## config.mk

```make
export PLATFORM = sky130hd
export DESIGN_NAME = sbd_baud_sync
export DESIGN_NICKNAME = d
export VERILOG_FILES = /design/src/rtl/sbd_pkg.sv /design/src/rtl/sbd_quiet.sv /design/src/rtl/sbd_cell_timer.sv /design/src/rtl/sbd_tol_check.sv /design/src/rtl/sbd_baud_sync.sv
export SDC_FILE = /design/constraint.sdc
export NUM_CORES = 1
export LEC_CHECK = 0
export CAP_MARGIN = 20
export CORE_UTILIZATION = 50
export CTS_CLUSTER_SIZE = 28
export DETAILED_ROUTE_END_ITERATION = 6
export DONT_BUFFER_PORTS = 1
export GPL_TIMING_DRIVEN = 0
export SLEW_MARGIN = 20
export SYNTH_ARGS = -nofsm -noshare
export SYNTH_HDL_FRONTEND = slang
export SYNTH_HIERARCHICAL = 1
export SYNTH_SLANG_ARGS = --single-unit
```

## constraint.sdc

```tcl
create_clock -name clk -period 12.4 [get_ports clk]
set_clock_uncertainty 0.2 [all_clocks]
set_input_delay 1.24 -clock clk [delete_from_list [all_inputs] [get_ports clk]]
set_output_delay 1.24 -clock clk [all_outputs]
set_load 0.03 [all_outputs]
```

## src/rtl/sbd_pkg.sv

```systemverilog
// Shared types for the baud lock detector.
// Assumes a frame of start + 8 alternating data cells, then a high tail.
package sbd_pkg;
    typedef enum logic [1:0] {
        ST_IDLE,
        ST_QUIET,
        ST_CELLS,
        ST_TAIL
    } sbd_state_e;

    // start cell plus eight data cells
    localparam int unsigned NUM_CELLS = 9;
endpackage

```

## src/rtl/sbd_quiet.sv

```systemverilog
// Counts consecutive high samples of the line and reports when the required
// silence has been seen. Assumes rx_i is already synchronised.
module sbd_quiet #(
    parameter int QUIET_LEN = 1024
) (
    input  logic clk,
    input  logic rst_n,
    input  logic clear_i,
    input  logic rx_i,
    output logic quiet_o
);
    localparam int QW = $clog2(QUIET_LEN + 1);
    localparam logic [QW-1:0] LIM = QW'(QUIET_LEN);

    logic [QW-1:0] cnt;

    // saturating run-length counter of high samples
    always_ff @(posedge clk) begin
        if (!rst_n || clear_i || !rx_i) begin
            cnt <= '0;
        end else if (cnt != LIM) begin
            cnt <= cnt + 1'b1;
        end
    end

    assign quiet_o = (cnt == LIM);

    // silence can only be reported when the last sample was high
    assert_quiet_after_high_R3: assert property (@(posedge clk) disable iff (!rst_n)
        quiet_o |-> $past(rx_i));
endmodule

```

## src/rtl/sbd_cell_timer.sv

```systemverilog
// Cycle counter for one line cell. Restart loads 1 (the edge cycle itself),
// the count saturates at all ones and reports expiry there.
module sbd_cell_timer #(
    parameter int CELL_W = 12
) (
    input  logic              clk,
    input  logic              rst_n,
    input  logic              run_i,
    input  logic              restart_i,
    output logic [CELL_W-1:0] cnt_o,
    output logic              expired_o
);
    localparam logic [CELL_W-1:0] MAX = '1;

    // count cycles since the last restart
    always_ff @(posedge clk) begin
        if (!rst_n) begin
            cnt_o <= '0;
        end else if (restart_i) begin
            cnt_o <= CELL_W'(1);
        end else if (!run_i) begin
            cnt_o <= '0;
        end else if (cnt_o != MAX) begin
            cnt_o <= cnt_o + 1'b1;
        end
    end

    assign expired_o = (cnt_o == MAX);

    // expiry needs the timer to have been running
    assert_expiry_needs_run_R7: assert property (@(posedge clk) disable iff (!rst_n)
        expired_o |-> $past(run_i) || $past(restart_i));
endmodule

```

## src/rtl/sbd_tol_check.sv

```systemverilog
// Combinational tolerance test: passes when TOL_DIV * |cur - ref| <= ref.
// With TOL_DIV = 25 this is a 4 percent window relative to the earlier cell.
module sbd_tol_check #(
    parameter int CELL_W  = 12,
    parameter int TOL_DIV = 25
) (
    input  logic [CELL_W-1:0] cur_i,
    input  logic [CELL_W-1:0] ref_i,
    output logic              ok_o
);
    localparam int MW = CELL_W + $clog2(TOL_DIV) + 1;

    logic [CELL_W-1:0] diff;
    logic [MW-1:0]     scaled;

    // absolute difference scaled by the tolerance divisor
    always_comb begin
        diff   = (cur_i > ref_i) ? (cur_i - ref_i) : (ref_i - cur_i);
        scaled = MW'(diff) * MW'(TOL_DIV);
        ok_o   = (scaled <= MW'(ref_i));
    end
endmodule

```

## src/rtl/sbd_baud_sync.sv

```systemverilog
// Baud lock detector top. Armed by arm_i, waits for line silence, times the
// start cell and eight alternating data cells, checks each against the one
// before, checks the high tail, then loads 2 * sum(data cells) as a 12.4
// cycles-per-bit constant. Assumes rx_i is filtered and synchronised.
module sbd_baud_sync
    import sbd_pkg::*;
#(
    parameter int CELL_W    = 12,
    parameter int QUIET_LEN = 1024,
    parameter int MIN_CELL  = 8,
    parameter int TOL_DIV   = 25,
    parameter int INIT_BAUD = 256
) (
    input  logic                clk,
    input  logic                rst_n,
    input  logic                rx_i,
    input  logic                arm_i,
    output logic                busy_o,
    output logic                done_o,
    output logic                err_o,
    output logic [CELL_W+3:0]   baud_o
);
    localparam int BAUD_W = CELL_W + 4;
    localparam int SUM_W  = CELL_W + 3;
    localparam int IDX_W  = $clog2(NUM_CELLS);
    localparam logic [IDX_W-1:0] LAST_IDX = IDX_W'(NUM_CELLS - 1);

    sbd_state_e        state;
    logic [IDX_W-1:0]  cell_idx;
    logic [CELL_W-1:0] prev_len;
    logic [SUM_W-1:0]  sum_q;
    logic              done_q, err_q;
    logic [BAUD_W-1:0] baud_q;

    logic              quiet;
    logic [CELL_W-1:0] cnt;
    logic              expired;
    logic              tol_ok;
    logic              edge_seen;
    logic              cell_bad;
    logic              go_cells;
    logic [CELL_W:0]   tail_lim;

    // the start cell is low, data cells alternate starting high
    assign edge_seen = (state == ST_CELLS) && (rx_i != cell_idx[0]);
    assign go_cells  = (state == ST_QUIET) && quiet && !rx_i;
    assign cell_bad  = (cell_idx == '0) ? (cnt < CELL_W'(MIN_CELL)) : !tol_ok;
    assign tail_lim  = {1'b0, prev_len} + {2'b00, prev_len[CELL_W-1:1]};

    sbd_quiet #(.QUIET_LEN(QUIET_LEN)) quiet_i (
        .clk     (clk),
        .rst_n   (rst_n),
        .clear_i (state != ST_QUIET),
        .rx_i    (rx_i),
        .quiet_o (quiet)
    );

    sbd_cell_timer #(.CELL_W(CELL_W)) timer_i (
        .clk       (clk),
        .rst_n     (rst_n),
        .run_i     ((state == ST_CELLS) || (state == ST_TAIL)),
        .restart_i (go_cells || edge_seen),
        .cnt_o     (cnt),
        .expired_o (expired)
    );

    sbd_tol_check #(.CELL_W(CELL_W), .TOL_DIV(TOL_DIV)) tol_i (
        .cur_i (cnt),
        .ref_i (prev_len),
        .ok_o  (tol_ok)
    );

    // sequence control, measurement bookkeeping and result registers
    always_ff @(posedge clk) begin
        if (!rst_n) begin
            state    <= ST_IDLE;
            cell_idx <= '0;
            prev_len <= '0;
            sum_q    <= '0;
            done_q   <= 1'b0;
            err_q    <= 1'b0;
            baud_q   <= BAUD_W'(INIT_BAUD);
        end else begin
            unique case (state)
                ST_IDLE: begin
                    if (arm_i) begin
                        state  <= ST_QUIET;
                        done_q <= 1'b0;
                        err_q  <= 1'b0;
                    end
                end
                ST_QUIET: begin
                    if (go_cells) begin
                        state    <= ST_CELLS;
                        cell_idx <= '0;
                        sum_q    <= '0;
                    end
                end
                ST_CELLS: begin
                    if (expired || (edge_seen && cell_bad)) begin
                        state <= ST_QUIET;
                        err_q <= 1'b1;
                    end else if (edge_seen) begin
                        prev_len <= cnt;
                        if (cell_idx != '0) begin
                            sum_q <= sum_q + SUM_W'(cnt);
                        end
                        if (cell_idx == LAST_IDX) begin
                            state <= ST_TAIL;
                        end else begin
                            cell_idx <= cell_idx + 1'b1;
                        end
                    end
                end
                ST_TAIL: begin
                    if (expired || !rx_i) begin
                        state <= ST_QUIET;
                        err_q <= 1'b1;
                    end else if ({1'b0, cnt} == tail_lim) begin
                        state  <= ST_IDLE;
                        done_q <= 1'b1;
                        baud_q <= {sum_q, 1'b0};
                    end
                end
                default: state <= ST_IDLE;
            endcase
        end
    end

    assign busy_o = (state != ST_IDLE);
    assign done_o = done_q;
    assign err_o  = err_q;
    assign baud_o = baud_q;

    assert_arm_starts_R2: assert property (@(posedge clk) disable iff (!rst_n)
        (!busy_o && arm_i) |=> (busy_o && !done_o && !err_o));

    assert_lock_ends_busy_R4: assert property (@(posedge clk) disable iff (!rst_n)
        $rose(done_o) |-> $fell(busy_o));

    assert_baud_moves_on_lock_R5: assert property (@(posedge clk) disable iff (!rst_n)
        !$stable(baud_o) |-> $rose(done_o));

    assert_reject_keeps_busy_R5: assert property (@(posedge clk) disable iff (!rst_n)
        $rose(err_o) |-> busy_o);

    assert_err_sticky_R9: assert property (@(posedge clk) disable iff (!rst_n)
        (err_o && !(arm_i && !busy_o)) |=> err_o);
endmodule

```

==> flow_metrics.py <==
metrics = {
    "status": {
        "outcome": "finished, final reports clean",
    },
    "run": {
        "cap_viol_max_count": 0,
    },
    "critical_path": {
        "worstPathMaxFanout": 13,
        "startpoint_type": "flip-flop",
        "r2r_setup_slack_ns": 3.24,
        "reg2reg_from": "timer_i/cnt_o[9]$_SDFFE_PP0N_",
        "max_stage_delay_ns": 0.76,
        "end_kind": "flip-flop",
        "ff2ff_path_depth": 33,
        "reg2reg_to": "sum_q[13]$_SDFFE_PN0P_",
        "crit_type": "reg2reg",
        "timing.critical_path.mode_cell": "ha_1",
        "critPathSlowestCell": "dfxtp_1",
        "crit_arrival_ns": 9.19,
        "critPathRequiredTime_ns": 12.44,
    },
    "place": {
        "port_buffers": 0,
        "dp_hpwl_um": 13800,
        "gp_congestion": 0.864,
    },
    "hold_path": {
        "worstHoldStart": "sum_q[12]$_SDFFE_PN0P_",
        "hp-class": "reg2reg",
        "hold_path_depth": 2,
        "whs_endpoint": "baud_o[13]$_SDFFE_PN0P_",
    },
    "drt": {
        "wl_per_cell_um": 17.2,
        "dr.pass1.iters": 5,
        "wirelength_um": 17900,
        "via_per_inst": 5.90,
        "num_vias": 6168,
        "drc_errors": 0,
        "antenna_left": 0,
        "drtIter0Drc": 474,
    },
    "sta": {
        "fin_crit_sh": 0.738,
        "slew_headroom": 0.308,
        "finalCriticalPeriod_ns": 9.16,
        "fmaxAchievable_ghz": 0.109,
        "rsz0062_at_grt": "false",
        "tightest_slew_ns": 1.03,
        "setup_violations": 0,
        "maxSlewViolCount": 0,
        "hold_violations": 0,
        "timing.setup.tns_ns": 0,
    },
    "floorplanning": {
        "dieHeight_um": 122,
        "ios": 23,
        "die_area_mm2": 0.0148,
        "die_w_um": 122,
        "initial_core_util": 0.514,
        "row_count": 43,
        "core_area_mm2": 0.0139,
    },
    "global_routing": {
        "grtUsageTotal": 0.261,
        "antenna_found_initial": 0,
        "grt_max_degree": 14,
        "first_global_vias": 5995,
        "use_met2": 0.422,
        "grt.overflow.total": 0,
        "met1_usage": 0.359,
        "grt_util_met3": 0.0346,
        "grt_pass1_wl_um": 30000,
        "busiest_layer": "met2",
    },
    "clocking": {
        "postCtsHoldBufs": 0,
        "cts_setup_buffers": 0,
        "cts_buffers": 9,
        "clockBufferDepth": 2,
        "cts_root_buffer": "clkbuf_16",
        "h-tree-depth": 3,
        "path_clk_slew_ns": 0.06,
        "post_cts_resized": 0,
        "cts_sinks": 73,
        "insertion_delay_ns": 0.35,
        "cts_tree": "built",
    },
    "final_layout": {
        "n_antenna_cell": 0,
        "nNetsFinal": 982,
        "drive_gt1_frac": 0.0751,
        "area_growth_pct": 6.91,
    },
    "power_and_ir_drop": {
        "cellLeakagePower_nw": 3.37,
        "vdd_ir_drop_max_v": 0.0000651,
        "power_density_mw_per_mm2": 71.1,
        "p_total_mw": 0.544,
    },
    "logic_synthesis": {
        "ys_seq_elements": 73,
        "synth.avg_cell_area_um2": 8.42,
        "synth_most_common_cell": "ha_1",
        "postSynth.asyncResetShare": 0,
        "synth_ff_type": "dfxtp_1",
        "syn_area_mm2": 0.00717,
        "syn-num-nets": 971,
        "yosysUniqueCellTypes": 83,
        "synth_top_area_frac": 0.204,
        "yosysWarnings": 6,
        "synth_edf_count": 0,
        "yosys.area.top_type": "dfxtp_1",
        "synthTopCellsByArea": "dfxtp_1, ha_1, mux2i_1, xnor2_1, inv_1",
        "ys_top_cells_by_count": "ha_1, dfxtp_1, inv_1, nand2_1, nor2_1",
        "syn_inst": 851,
        "synth.yosys.seq_area_share": 0.204,
    },
}
-- power by group --
group,switching (mW),internal (mW)
logic,0.0370,0.0257
registers,0.00117,0.235
clock network,0.110,0.135
-- cell usage in the layout, fill, tap and decap left out, types with 8 or more instances in the layout --
| master | count |
|---|---|
| ha_1 | 105 |
| dfxtp_1 | 73 |
| inv_1 | 68 |
| nand2_1 | 68 |
| nor2_1 | 50 |
| a21oi_1 | 48 |
| mux2i_1 | 33 |
| xnor2_1 | 32 |
| nor2b_1 | 28 |
| xor2_1 | 24 |
| nand3_1 | 24 |
| nor3_1 | 22 |
| a21o_1 | 20 |
| o21ai_0 | 18 |
| clkbuf_1 | 15 |
| nand4_1 | 12 |
| and3_1 | 11 |
| fa_1 | 11 |
| a31oi_1 | 10 |
| a211oi_1 | 9 |
| clkbuf_16 | 9 |
| o21a_1 | 8 |
| or3_1 | 8 |
-- kinds of logic (layout without fill, tap and decap cells) --
kind of cell               Yosys count  after routing  share of synthesized area
DFF                                 73             73                      0.204
buffers and inverters               98            113                     0.0578
AOI/OAI and AO/OA                  194            194                      0.194
xor gates and xnor gates            57             57                     0.0707
and+or+nand+nor                    271            271                      0.200
muxes                               41             41                     0.0592
other                                1              1                   0.000523
adders and majority gates          116            116                      0.214
-- sequential cells by signal (all words and copies together) (netlist names) --
register       count
err_o              1
quiet_i/cnt       11
prev_len          12
done_o             1
timer_i/cnt_o     12
state              2
sum_q             15
cell_idx           4
baud_o            15
-- layer usage --
| metal | up-vias | routed length (um) | part of all wire |
|---|---|---|---|
| met2 | 127 | 8270 | 0.46 |
| met4 | 0 | 230 | 0.013 |
| met3 | 21 | 704 | 0.039 |
| met5 | - | 0 | 0 |
| li1 | 3072 | - | - |
| met1 | 2948 | 8730 | 0.49 |
-- critical path, delay by kind of cell (launching register included) --
family | cells | cell delay (ns)
AOI/OAI and AO/OA | 9 | 2.52
xor gates and xnor gates | 2 | 0.54
adders and majority gates | 6 | 2.05
buffers and inverters | 8 | 1.19
DFF | 1 | 0.76
muxes | 2 | 0.51
and+or+nand+nor | 6 | 1.27
-- how the worst max path moves through the flow --
| stage | start | slack [ns] | cells past startpoint | end |
|---|---|---|---|---|
| 6_report | timer_i/cnt_o[9]$_SDFFE_PP0N_ | 3.24 | 33 | sum_q[13]$_SDFFE_PN0P_ |
| 5_1_grt | timer_i/cnt_o[9]$_SDFFE_PP0N_ | 2.59 | 33 | sum_q[13]$_SDFFE_PN0P_ |
| 4_1_cts | timer_i/cnt_o[9]$_SDFFE_PP0N_ | 3.16 | 33 | sum_q[13]$_SDFFE_PN0P_ |
| 3_5_place_dp | timer_i/cnt_o[9]$_SDFFE_PP0N_ | 3.18 | 33 | sum_q[13]$_SDFFE_PN0P_ |
| 3_3_place_gp | timer_i/cnt_o[9]$_SDFFE_PP0N_ | 3.24 | 33 | sum_q[13]$_SDFFE_PN0P_ |
| 2_1_floorplan | timer_i/cnt_o[9]$_SDFFE_PP0N_ | 5.09 | 33 | sum_q[13]$_SDFFE_PN0P_ |
-- area by class of cell --
class / instances / area [um^2]
fillers: 1346 / 6270
clock buffers: 9 / 225
well taps: 180 / 225
clock inverters: 6 / 45.0
flip-flops and latches: 73 / 1460
inverters: 70 / 263
multi-input cells: 680 / 5290
plain buffers: 28 / 151
-- through the flow --
step	std cells	cell area, um^2	setup slack (ns)	util	hold WS, ns
3_5_place_dp	1031	7390	3.18	0.530	0.267
5_1_grt	1046	7660	2.59	0.550	0.288
6_report	1046	7660	3.24	0.550	0.273
4_1_cts	1046	7660	3.16	0.550	0.276
2_1_floorplan	851	7170	5.09	-	0.238
3_3_place_gp	1031	7390	3.24	0.530	0.262
No activity file was read; power rests on OpenSTA's default activity.
